### config.mk
export PLATFORM = sky130hd
export DESIGN_NAME = qclk_gen
export DESIGN_NICKNAME = d
export VERILOG_FILES = /design/src/rtl/qclk_pkg.sv /design/src/rtl/qclk_sync.sv /design/src/rtl/qclk_watchdog.sv /design/src/rtl/qclk_io_tick.sv /design/src/rtl/qclk_strobe_dly.sv /design/src/rtl/qclk_phase_fsm.sv /design/src/rtl/qclk_gen.sv
export SDC_FILE = /design/constraint.sdc
export NUM_CORES = 1
export LEC_CHECK = 0
export BUFFER_PORTS_ARGS = -buffer_cell sky130_fd_sc_hd__buf_2
export CAP_MARGIN = 40
export CORE_MARGIN = 2
export CORE_UTILIZATION = 58
export CTS_BUF_LIST = sky130_fd_sc_hd__clkbuf_8
export DETAILED_ROUTE_END_ITERATION = 10
export HOLD_SLACK_MARGIN = 0.12
export PLACE_DENSITY = 0.8
export SYNTH_ARGS = -nofsm -noshare
export SYNTH_HDL_FRONTEND = slang
export SYNTH_SLANG_ARGS = --single-unit
### constraint.sdc
create_clock -name clk -period 1.8 [get_ports clk]
set_input_delay 0.09 -clock clk [delete_from_list [all_inputs] [get_ports clk]]
set_output_delay 0.09 -clock clk [all_outputs]
set_load 0.02 [all_outputs]
### src/rtl/qclk_pkg.sv
package qclk_pkg;

    typedef enum logic [1:0] {
        ST_RUN      = 2'd0,
        ST_BUS_HOLD = 2'd1,
        ST_IO_HOLD  = 2'd2
    } hold_state_t;

    // phase encoding: 0 Q rises, 1 E rises, 2 Q falls (freeze point), 3 E falls
    localparam logic [1:0] PH_QRISE = 2'd0;
    localparam logic [1:0] PH_ERISE = 2'd1;
    localparam logic [1:0] PH_QFALL = 2'd2;
    localparam logic [1:0] PH_EFALL = 2'd3;

endpackage

### src/rtl/qclk_sync.sv
module qclk_sync #(
    parameter int STAGES = 2
) (
    input  logic clk,
    input  logic rst_n,
    input  logic d_async,
    output logic q_sync
);
    logic [STAGES-1:0] chain;

    always_ff @(posedge clk or negedge rst_n) begin
        if (!rst_n) begin
            chain <= '1;
        end else begin
            chain <= {chain[STAGES-2:0], d_async};
        end
    end

    assign q_sync = chain[STAGES-1];

endmodule

### src/rtl/qclk_watchdog.sv
module qclk_watchdog #(
    parameter int TMO_CYC = 118
) (
    input  logic clk,
    input  logic rst_n,
    input  logic run,
    output logic expired
);
    localparam int CW = (TMO_CYC > 2) ? $clog2(TMO_CYC) : 1;
    localparam logic [CW-1:0] LAST = CW'(TMO_CYC - 1);

    logic [CW-1:0] cnt;

    always_ff @(posedge clk or negedge rst_n) begin
        if (!rst_n) begin
            cnt <= '0;
        end else if (!run) begin
            cnt <= '0;
        end else if (cnt != LAST) begin
            cnt <= cnt + 1'b1;
        end
    end

    assign expired = run && (cnt == LAST);

    AST_WDOG_RESTART: assert property (@(posedge clk) disable iff (!rst_n)
        $rose(run) |-> !expired || (TMO_CYC == 1)) else $error("watchdog not restarted");

endmodule

### src/rtl/qclk_io_tick.sv
module qclk_io_tick #(
    parameter int IO_DIV = 9
) (
    input  logic clk,
    input  logic rst_n,
    output logic io_e,
    output logic io_last
);
    localparam int CW = $clog2(IO_DIV);
    localparam logic [CW-1:0] LAST = CW'(IO_DIV - 1);
    localparam logic [CW-1:0] HALF = CW'(IO_DIV / 2);

    logic [CW-1:0] cnt;

    always_ff @(posedge clk or negedge rst_n) begin
        if (!rst_n) begin
            cnt <= '0;
        end else if (cnt == LAST) begin
            cnt <= '0;
        end else begin
            cnt <= cnt + 1'b1;
        end
    end

    assign io_e    = (cnt >= HALF);
    assign io_last = (cnt == LAST);

    AST_IO_FALL_AT_WRAP: assert property (@(posedge clk) disable iff (!rst_n)
        io_last |=> !io_e) else $error("io clock did not fall at wrap");

endmodule

### src/rtl/qclk_strobe_dly.sv
module qclk_strobe_dly #(
    parameter int DLY = 1
) (
    input  logic clk,
    input  logic rst_n,
    input  logic en,
    output logic stb_n
);
    logic [DLY-1:0] line;

    generate
        if (DLY == 1) begin : g_one
            always_ff @(posedge clk or negedge rst_n) begin
                if (!rst_n) line <= '0;
                else        line <= en;
            end
        end else begin : g_many
            always_ff @(posedge clk or negedge rst_n) begin
                if (!rst_n) line <= '0;
                else        line <= {line[DLY-2:0], en};
            end
        end
    endgenerate

    assign stb_n = !(en && line[DLY-1]);

    AST_STB_INSIDE_EN: assert property (@(posedge clk) disable iff (!rst_n)
        !stb_n |-> en) else $error("strobe outside enable");
    AST_STB_LATE: assert property (@(posedge clk) disable iff (!rst_n)
        $rose(en) |-> stb_n) else $error("strobe without setup");

endmodule

### src/rtl/qclk_phase_fsm.sv
module qclk_phase_fsm
    import qclk_pkg::*;
(
    input  logic        clk,
    input  logic        rst_n,
    input  logic        bus_req,
    input  logic        io_req,
    input  logic        ack_seen,
    input  logic        wd_expired,
    input  logic        io_last,
    output logic [1:0]  phase,
    output logic        bus_hold,
    output logic        timeout_hit,
    output logic        cpu_e,
    output logic        cpu_q
);
    hold_state_t state, state_nx;
    logic [1:0]  phase_nx;

    // next-state logic
    always_comb begin
        state_nx = state;
        phase_nx = phase;
        unique case (state)
            ST_RUN: begin
                phase_nx = phase + 2'd1;
                if (phase == PH_ERISE) begin
                    if (bus_req)     state_nx = ST_BUS_HOLD;
                    else if (io_req) state_nx = ST_IO_HOLD;
                end
            end
            ST_BUS_HOLD: begin
                if (ack_seen || wd_expired) begin
                    state_nx = ST_RUN;
                    phase_nx = PH_EFALL;
                end
            end
            ST_IO_HOLD: begin
                if (io_last) begin
                    state_nx = ST_RUN;
                    phase_nx = PH_EFALL;
                end
            end
            default: begin
                state_nx = ST_RUN;
                phase_nx = PH_EFALL;
            end
        endcase
    end

    // state register
    always_ff @(posedge clk or negedge rst_n) begin
        if (!rst_n) begin
            state <= ST_RUN;
            phase <= PH_EFALL;
        end else begin
            state <= state_nx;
            phase <= phase_nx;
        end
    end

    // outputs
    always_comb begin
        cpu_q       = (phase == PH_QRISE) || (phase == PH_ERISE);
        cpu_e       = (phase == PH_ERISE) || (phase == PH_QFALL);
        bus_hold    = (state == ST_BUS_HOLD);
        timeout_hit = (state == ST_BUS_HOLD) && wd_expired && !ack_seen;
    end

    AST_PHASE_STEP: assert property (@(posedge clk) disable iff (!rst_n)
        (state == ST_RUN && !(phase == PH_ERISE && (bus_req || io_req)))
        |=> phase == $past(phase) + 2'd1) else $error("phase skipped");
    AST_FREEZE_POINT: assert property (@(posedge clk) disable iff (!rst_n)
        (state != ST_RUN) |-> (cpu_e && !cpu_q)) else $error("frozen at wrong phase");
    AST_ACK_RELEASE: assert property (@(posedge clk) disable iff (!rst_n)
        (state == ST_BUS_HOLD && ack_seen) |=> (state == ST_RUN && phase == PH_EFALL)) else $error("ack ignored");
    AST_WDOG_RELEASE: assert property (@(posedge clk) disable iff (!rst_n)
        (state == ST_BUS_HOLD && wd_expired) |=> (state == ST_RUN)) else $error("watchdog ignored");
    AST_IO_ALIGN: assert property (@(posedge clk) disable iff (!rst_n)
        (state == ST_IO_HOLD && io_last) |=> (state == ST_RUN && !cpu_e)) else $error("io release late");
    AST_BUS_PRIO: assert property (@(posedge clk) disable iff (!rst_n)
        (state == ST_RUN && phase == PH_ERISE && bus_req) |=> state == ST_BUS_HOLD) else $error("bus priority lost");

endmodule

### src/rtl/qclk_gen.sv
module qclk_gen #(
    parameter int TMO_CYC     = 118,
    parameter int IO_DIV      = 9,
    parameter int ADR_DLY     = 1,
    parameter int DAT_DLY     = 1,
    parameter int SYNC_STAGES = 2
) (
    input  logic clk,
    input  logic rst_n,
    input  logic bus_req,
    input  logic io_req,
    input  logic resp_n,
    input  logic nmi_clr,
    output logic cpu_e,
    output logic cpu_q,
    output logic io_e,
    output logic bus_buf_en,
    output logic adr_stb_n,
    output logic dat_stb_n,
    output logic nmi_n
);
    logic [1:0] phase;
    logic       resp_s;
    logic       bus_hold;
    logic       wd_expired;
    logic       timeout_hit;
    logic       io_last;
    logic       nmi_pend;

    qclk_sync #(.STAGES(SYNC_STAGES)) u_sync (
        .clk(clk), .rst_n(rst_n), .d_async(resp_n), .q_sync(resp_s)
    );

    qclk_watchdog #(.TMO_CYC(TMO_CYC)) u_wdog (
        .clk(clk), .rst_n(rst_n), .run(bus_hold), .expired(wd_expired)
    );

    qclk_io_tick #(.IO_DIV(IO_DIV)) u_io (
        .clk(clk), .rst_n(rst_n), .io_e(io_e), .io_last(io_last)
    );

    qclk_phase_fsm u_fsm (
        .clk(clk), .rst_n(rst_n), .bus_req(bus_req), .io_req(io_req),
        .ack_seen(!resp_s), .wd_expired(wd_expired), .io_last(io_last),
        .phase(phase), .bus_hold(bus_hold), .timeout_hit(timeout_hit),
        .cpu_e(cpu_e), .cpu_q(cpu_q)
    );

    qclk_strobe_dly #(.DLY(ADR_DLY)) u_adr (
        .clk(clk), .rst_n(rst_n), .en(bus_hold), .stb_n(adr_stb_n)
    );

    qclk_strobe_dly #(.DLY(DAT_DLY)) u_dat (
        .clk(clk), .rst_n(rst_n), .en(bus_hold), .stb_n(dat_stb_n)
    );

    always_ff @(posedge clk or negedge rst_n) begin
        if (!rst_n)           nmi_pend <= 1'b0;
        else if (timeout_hit) nmi_pend <= 1'b1;
        else if (nmi_clr)     nmi_pend <= 1'b0;
    end

    assign nmi_n      = !nmi_pend;
    assign bus_buf_en = bus_hold;

    AST_NMI_ON_TIMEOUT: assert property (@(posedge clk) disable iff (!rst_n)
        timeout_hit |=> !nmi_n) else $error("timeout not reported");
    AST_NMI_HOLD: assert property (@(posedge clk) disable iff (!rst_n)
        (!nmi_n && !nmi_clr) |=> !nmi_n) else $error("nmi dropped");
    AST_RESP_IDLE: assert property (@(posedge clk) disable iff (!rst_n)
        (!bus_buf_en && !cpu_e && cpu_q) |=> (cpu_e && cpu_q)) else $error("run phase disturbed");

endmodule

# Word level (Yosys, flattened, before mapping)
# Index checks and enable logic that the tools add are counted.
# word_totals
ff_bits	19
input_bits	6
ram_bits	0
memories	0
romBits	0
latchBits	0
wordCells	52
# classes
mux	14
n_div	0
mul	0
magnitude_cmp	1
reduce_logical	15
n_shift	0
n_eq_ne	12
add_sub_neg	3
bitwise_logic	0
# ops
operator	n
2-to-1 mux 2 bit	7
2-to-1 mux 7 bit	2
case mux 2 bit (3 select lines)	2
adder 7 x 1 -> 7 bit (second input constant)	1
== test 7 bit (second input constant)	1
inequality test 7 bit (second input constant)	1
inequality test 2 bit (second input constant)	3
adder 4 x 1 -> 4 bit (second input constant)	1
== test 2 x 1 -> 1 bit (second input constant)	2
== test 2 bit (second input constant)	2
== test 4 bit (second input constant)	1
>= comparator 4 x 3 -> 1 bit (second input constant)	1
logical AND 1 bit	4
zero test 2 bit	2
2-to-1 mux 4 bit	1
AND reduction 4 bit	1
zero test 1 bit	3
logical OR 1 bit	3
inequality test 3 bit (second input constant)	1
adder 2 x 1 -> 2 bit (second input constant)	1
2-to-1 mux 1 bit	2
inequality test 2 x 1 -> 1 bit (second input constant)	1
AND reduction 2 bit	1
nonzero test 2 bit	1

# Logic depth before layout (Yosys ltp)
# Gate-level depths: netlist of the first run.
# logic_depth
ltp_word	5
depth_mapped	5
ltp_nobuf	5

# By module
# Synthesis of the first run repeated with hierarchy kept, for this count alone.
# unflattened
hier_cells	90
hier_area_um2	1029.7
# modules_own_cells
module	cells_each	n_inst	seq_area_each_um2	area_per_inst_um2
qclk_watchdog	37	1	175.2	395.4
qclk_phase_fsm	25	1	102.6	271.5
qclk_io_tick	18	1	100.1	209.0
qclk_strobe_dly	2	2	25.0	28.8
qclk_sync	2	1	52.6	52.6
qclk_gen	4	1	25.0	43.8

# Worst setup path after synthesis of the first run
# Ideal clock, no wire load.
# synth_timing
path_kind	register to output
startpoint	register u_fsm.state[1]
endpoint	output port dat_stb_n
arrival_ns	1.212
path_slack_ns	0.498
stages_incl_launch_ff	5
path_cell_list	dfrtp_1 -> nand2b_1 -> inv_2 -> nand2_1 -> buf_4
# synth_via
elab_chain_len	3
# synth_rtl
element	line_no	source
start: declaration	qclk_phase_fsm.sv:17	hold_state_t state, state_nx;
start signal: assignment	qclk_phase_fsm.sv:57	state <= state_nx;
== test 2 x 1 -> 1 bit	qclk_phase_fsm.sv:66	bus_hold = (state == ST_BUS_HOLD);
via bus_buf_en	qclk_gen.sv:17	output logic bus_buf_en,
logical AND 1 bit	n/a	
zero test 1 bit	n/a	
end: declaration	qclk_gen.sv:19	output logic dat_stb_n,
# The timed path passes the listed nets, and every way through them passes these cells.

# Worst setup path in the final report of the first run
# layout_timing
startpoint	register u_fsm.phase[1]
endpoint	output port cpu_q
# layout_via
elab_chain_len	2
# layout_rtl
element	line_no	source
start: declaration	qclk_phase_fsm.sv:11	output logic [1:0] phase,
start signal: assignment	qclk_phase_fsm.sv:58	phase <= phase_nx;
== test 2 x 1 -> 1 bit or zero test 2 bit (tied branches)	qclk_phase_fsm.sv:64	cpu_q = (phase == PH_QRISE) || (phase == PH_ERISE);
logical OR 1 bit (*)	qclk_phase_fsm.sv:64	
end: declaration	qclk_gen.sv:15	output logic cpu_q,
# Mark *: on every way between the ends. The rest lies on a longest branch, timed or not.

==> results of run 1 <==
-- power by group --
group	leakage, nW	switching, mW	internal, mW
combinational	0.228	0.251	0.179
sequential	0.245	0.0843	0.516
clock	0.0255	0.141	0.154
-- metrics by stage --
stage	std cells	setup slack [ns]	area, µm²	utilization, %
2_1_floorplan	89	0.4983	948.4	-
3_3_place_gp	116	0.4963	1021	67.00
3_5_place_dp	116	0.4547	1021	67.00
4_1_cts	125	0.1924	1117	73.32
5_1_grt	125	0.1445	1117	73.32
6_report	125	0.1809	1117	73.32
-- Yosys cell counts --
| master | number |
|---|---|
| nor2_1 | 4 |
| mux2i_1 | 1 |
| nand2b_1 | 3 |
| nand3_2 | 1 |
| nor3b_1 | 2 |
| buf_4 | 1 |
| a211o_1 | 1 |
| or2_2 | 2 |
| o211ai_1 | 1 |
| o22ai_1 | 1 |
| dfrtp_1 | 15 |
| a21o_1 | 1 |
| a31oi_1 | 2 |
| and2_1 | 1 |
| ha_1 | 6 |
| o21ai_0 | 3 |
| o21bai_1 | 1 |
| a21boi_1 | 1 |
| and4b_4 | 1 |
| inv_1 | 6 |
| dfstp_2 | 4 |
| a211oi_1 | 2 |
| xor2_1 | 1 |
| xnor2_1 | 1 |
| nand2_2 | 1 |
| a211oi_2 | 1 |
| and3b_1 | 1 |
| nand3_1 | 2 |
| o32ai_1 | 1 |
| nand2_1 | 7 |
| nand3b_1 | 2 |
| a21oi_2 | 1 |
| or3_1 | 2 |
| nand4b_1 | 1 |
| a21oi_1 | 3 |
| nor3_1 | 4 |
| inv_2 | 1 |
-- sequential cells by signal, summed over array words and instances (netlist names) --
register / cells
u_fsm.phase: 2
u_fsm.state: 2
u_wdog.cnt: 7
u_io.cnt: 4
u_dat.line: 1
nmi_pend: 1
u_sync.chain: 2
-- cell families after synthesis --
family / synth area share (%)
AND/OR/NAND/NOR: 20.98
AO/OA/AOI/OAI: 13.98
flip-flops: 50.66
buffers and inverters: 3.562
adder cells (fa/ha/maj): 7.915
XOR/XNOR: 1.847
multiplexers: 1.055
-- area by class of cell --
class                           count  area [µm²]
Clock buffer                        3       41.29
Clock inverter                      1       5.005
Fill cell                         104       406.6
Inverter                            7       26.28
Multi-Input combinational cell     62       434.2
Sequential cell                    19       480.5
Tap cell                           16       20.02
Timing Repair Buffer               17       110.1
-- worst register-to-register path, cell delays in order (launching register included) --
cell     delay [ns]
dfrtp_1        0.43
ha_1           0.23
and4b_4        0.21
a211o_1        0.30
a21oi_2        0.11
-- worst max path at each step --
stage / start / endpoint / slack (ns) / cells after the start
after detailed placement: u_wdog.cnt[0]$_DFFE_PN0P_ / u_wdog.cnt[3]$_DFFE_PN0P_ / 0.45 / 4
after global routing: u_fsm.phase[0]$_DFFE_PN1P_ / cpu_q / 0.14 / 4
after global placement: u_wdog.cnt[0]$_DFFE_PN0P_ / u_wdog.cnt[3]$_DFFE_PN0P_ / 0.50 / 4
after CTS: u_fsm.phase[1]$_DFFE_PN1P_ / cpu_q / 0.19 / 4
final: u_fsm.phase[1]$_DFFE_PN1P_ / cpu_q / 0.18 / 4
after floorplan: u_fsm.state[1]$_DFFE_PN0P_ / dat_stb_n / 0.50 / 4
-- routing by layer --
metal / track usage (%) / up-vias / share of wire (%)
met5: 0 / - / 0
met4: 9.091 / 0 / 1.9
met1: 24.73 / 340 / 49
met2: 30.88 / 13 / 46
li1: - / 358 / -
met3: 2.449 / 5 / 2.8
==> impl_metrics.json, run 1 <==
{
  "grt_max_degree": 20,
  "syn-num-nets": 101,
  "crit_buf_inv": 2,
  "first_pass_iters": 3,
  "drive_gt1_share_pct": 25.69,
  "ff2ff_setup_slack_ns": 0.44,
  "antenna_left": 0,
  "finalHoldViolations": 0,
  "die_y_um": 44.44,
  "worst_pin_slew_ns": 0.4215,
  "crit_family": "flip-flops",
  "yosysTopAreaCell": "dfrtp_1",
  "final_common_cell": "dfrtp_1",
  "worst_ep_required_time_ns": 1.71,
  "slew_violations": 0,
  "io_buffers": 12,
  "cts.clk_slew.worst_paths_ns": 0.07,
  "reg2reg_depth": 4,
  "yosysUniqueCellTypes": 37,
  "clock.fmax_mhz": 617.6,
  "pin_count": 13,
  "first_iter_violations": 5,
  "fin_skew_ns": 0.001100,
  "drc": 0,
  "grt_pass1_wl_mm": 2.691,
  "root_buffer": "clkbuf_8",
  "die_w_um": 44.44,
  "vias_per_cell": 5.728,
  "yosysSeqAreaShare_pct": 50.66,
  "max_cap_violations": 0,
  "timing.critical_path.cells": "inv_1, ha_1, or2_2, buf_2",
  "grt_antenna_before_repair": 0,
  "fin_nets": 122,
  "syn_area_um2": 948.4,
  "startpoint_type": "flip-flop",
  "htreeDepth": 1,
  "clockBufferDepth": 2,
  "post_cts_resized": 0,
  "power_density_mw_per_mm2": 1186,
  "vias": 716,
  "vdd_drop_max_mv": 0.7799,
  "routed_wl_mm": 1.665,
  "finalSetupTns_ns": 0,
  "die-area_mm2": 0.001974,
  "finalPower_mw": 1.325,
  "critical_path_class": "flip-flop to output pin",
  "cts_tree": "built",
  "status": "completed",
  "r2r-end": "u_wdog.cnt[3]$_DFFE_PN0P_",
  "r2r_start": "u_wdog.cnt[0]$_DFFE_PN0P_",
  "holdBufCountCts": 5,
  "netlist_top_cells_area": "dfrtp_1 (40%), dfstp_2 (11%), ha_1 (7.9%)",
  "clock_latency_ns": 0.25,
  "leakage_nw": 0.4982,
  "start_util_pct": 62.23,
  "rows": 14,
  "clock_sinks": 19,
  "holdWs_ns": 0.2972,
  "syn_inst": 89,
  "grt.total_usage_pct": 18.86,
  "place_congestion": 0.7729,
  "max_stage_delay_ns": 0.54,
  "setup_viol": 0,
  "final_cell_mix": "dfrtp_1 (15), buf_2 (12), nand2_1 (7)",
  "hpwl_mm": 1.233,
  "avgSynthCellArea_um2": 10.66,
  "yosysWarnings": 0,
  "crit_path_max_fanout": 3,
  "n_antenna_cell": 0,
  "grt_setup_unrepaired": "no",
  "coreArea_mm2": 0.001524,
  "wl_per_cell_um": 13.32,
  "yosysTopAreaCellShare_pct": 39.58,
  "post-cts-setup-buffers": 0,
  "worst_ep_arrival_time_ns": 1.53,
  "period_minus_slack_ns": 1.619,
  "post-route-period-util_pct": 89.95,
  "worstSetupEndpointType": "output pin",
  "syn2layout_area_growth_pct": 17.81,
  "grt_pass1_vias": 663,
  "overflow": 0,
  "cts_buffers": 3,
  "ys_ff_latch": 19,
  "slowest_stage": "dfstp_2",
  "hp-class": "primary input to asynchronous set/reset pin",
  "slew_headroom_pct": 71.90
}
Note: power is estimated with default switching activity, not from simulation.
==> run 2: changes to the inputs <==
--- a/config.mk
+++ b/config.mk
@@ -7,6 +7,7 @@
 export LEC_CHECK = 0
 export BUFFER_PORTS_ARGS = -buffer_cell sky130_fd_sc_hd__buf_2
 export CAP_MARGIN = 40
+export CORE_ASPECT_RATIO = 1.1
 export CORE_MARGIN = 2
 export CORE_UTILIZATION = 58
 export CTS_BUF_LIST = sky130_fd_sc_hd__clkbuf_8
==> impl_metrics.json, run 2 (synthesized netlist as in run 1, its figures left out) <==
{
  "worst_ep_arrival_time_ns": 1.51,
  "fin_nets": 121,
  "layout.area.seq_um2": 480.5,
  "startpoint_type": "flip-flop",
  "max_cap_violations": 0,
  "swShare_pct": 35.12,
  "crit_path_max_fanout": 3,
  "largest_register_ffs": 7,
  "die-area_mm2": 0.001975,
  "hpwl_mm": 1.194,
  "first_iter_violations": 13,
  "critical_path_class": "flip-flop to output pin",
  "top_register": "u_wdog.cnt",
  "n_antenna_cell": 0,
  "worst_ep_required_time_ns": 1.71,
  "syn2layout_area_growth_pct": 16.75,
  "post_cts_resized": 0,
  "vias": 701,
  "post-route-util_pct": 71.08,
  "slowest_stage": "dfstp_2",
  "clock.fmax_mhz": 623.5,
  "io_buffers": 12,
  "vias_per_cell": 5.608,
  "clockBufferDepth": 2,
  "post-route-period-util_pct": 89.10,
  "design_area_mm2": 0.001107,
  "cts_tree": "built",
  "wl_per_cell_um": 13.24,
  "multi_input_area_um2": 434.2,
  "fin_skew_ns": 0.009626,
  "worst_pin_slew_ns": 0.4043,
  "cts_buffers": 3,
  "fillCellCount": 123,
  "finalHoldViolations": 0,
  "crit_buf_inv": 2,
  "holdWs_ns": 0.1252,
  "period_minus_slack_ns": 1.604,
  "final_common_cell": "dfrtp_1",
  "die_w_um": 42.56,
  "hp-class": "primary input to flip-flop",
  "post-cts-setup-buffers": 0,
  "postPlaceCellArea_mm2": 0.001022,
  "setup_viol": 0,
  "sequentialPowerShare_pct": 46.0,
  "drive_gt1_share_pct": 25.00,
  "htreeDepth": 1,
  "pin_count": 13,
  "routed_wl_mm": 1.655,
  "comb_power_share_pct": 32.3,
  "p_int_mw": 0.8441,
  "grt_max_degree": 20,
  "place_congestion": 0.8883,
  "overflow": 0,
  "grt_setup_unrepaired": "no",
  "root_buffer": "clkbuf_8",
  "cts.clk_slew.worst_paths_ns": 0.07,
  "crit_family": "flip-flops",
  "coreArea_mm2": 0.001558,
  "start_util_pct": 60.88,
  "rows": 15,
  "die_y_um": 46.41,
  "slew_headroom_pct": 73.04,
  "power_density_mw_per_mm2": 1175,
  "antenna_left": 0,
  "worstSetupEndpointType": "output pin",
  "timing.critical_path.cells": "inv_1, ha_1, or2_2, buf_2",
  "grt_pass1_wl_mm": 2.932,
  "finalSetupTns_ns": 0,
  "reg_top3": "u_wdog.cnt x7, u_io.cnt x4",
  "p_sw_mw": 0.4569,
  "first_pass_iters": 4,
  "finalPower_mw": 1.301,
  "grt_antenna_before_repair": 0,
  "max_stage_delay_ns": 0.54,
  "status": "completed",
  "p_clk_share_pct": 21.7,
  "clock_sinks": 19,
  "drc": 0,
  "grt.total_usage_pct": 20.32,
  "slew_violations": 0,
  "vdd_drop_max_mv": 0.6153,
  "final_cell_mix": "dfrtp_1 (15), buf_2 (12), inv_1 (7), nand2_1 (7), ha_1 (6)",
  "leakage_nw": 0.4954,
  "clock_latency_ns": 0.25,
  "grt_pass1_vias": 679
}
## run 2: cell types whose count changed in the layout (fill, tap and decap cells not counted), sizes merged
cell,change
dlygate4sd3,-1
inv,+1
clkinv,-1
## run 2: worst paths after layout
| path | start | end | slack, ns | cells past startpoint |
|---|---|---|---|---|
| hold reg to reg | u_sync.chain[0]$_DFF_PN1_ | u_sync.chain[1]$_DFF_PN1_ | 0.36 | 0 |
| setup / recovery | u_fsm.phase[1]$_DFFE_PN1P_ | cpu_q | 0.20 | 4 |
| min in group asynchronous | rst_n | nmi_pend$_DFFE_PN0P_ | 0.30 | 2 |
| setup reg to reg | u_wdog.cnt[1]$_DFFE_PN0P_ | u_wdog.cnt[3]$_DFFE_PN0P_ | 0.42 | 5 |
| hold / removal | bus_req | u_fsm.state[1]$_DFFE_PN0P_ | 0.13 | 4 |
| max in group asynchronous | rst_n | u_fsm.phase[0]$_DFFE_PN1P_ | 1.16 | 2 |
## run 2: worst reg2reg max path, stage by stage (launching register included)
cell and delay (ns):
dfrtp_1 0.42, inv_1 0.07, ha_1 0.20, and4b_4 0.21
a211o_1 0.30, a21oi_2 0.11
## run 2: routing by layer
metal	part of all wire (%)	vias to the layer above	GRT usage, %
met5	0	-	0
met4	0.97	0	7.500
met1	47	330	25.69
met3	4.4	2	4.706
li1	-	349	-
met2	48	20	34.46
## run 2: per-stage QoR
step	instances	worst slack [ns]
finish	125	0.1961
global route	125	0.1266
CTS	125	0.1847
detailed placement	117	0.4604
global placement	117	0.4937
floorplan	89	0.4983
## run 2: area by class of cell
cell class / count / share of cell area [%]
Sequential cell: 19 / 43.39
Multi-Input combinational cell: 62 / 39.21
Timing Repair Buffer: 16 / 9.040
Clock buffer: 3 / 3.729
Inverter: 7 / 2.373
Tap cell: 17 / 1.921
Clock inverter: 1 / 0.3390
## run 2: repair_timing
| action | 4_1_cts | 5_1_grt |
|---|---|---|
| hold buffers | 4 | 0 |
| endpoints found under the hold margin | 22 | 0 |
| endpoints found under the setup margin | 0 | 0 |
## run 2: power groups by stage
stage                     sequential (mW)  clock (mW)  combinational, mW
after floorplan                     0.583           0              0.318
after CTS                           0.597       0.295              0.429
final                               0.599       0.282              0.420
after detailed placement            0.603           0              0.415
after global placement              0.598           0              0.401
after global routing                0.612       0.311              0.476
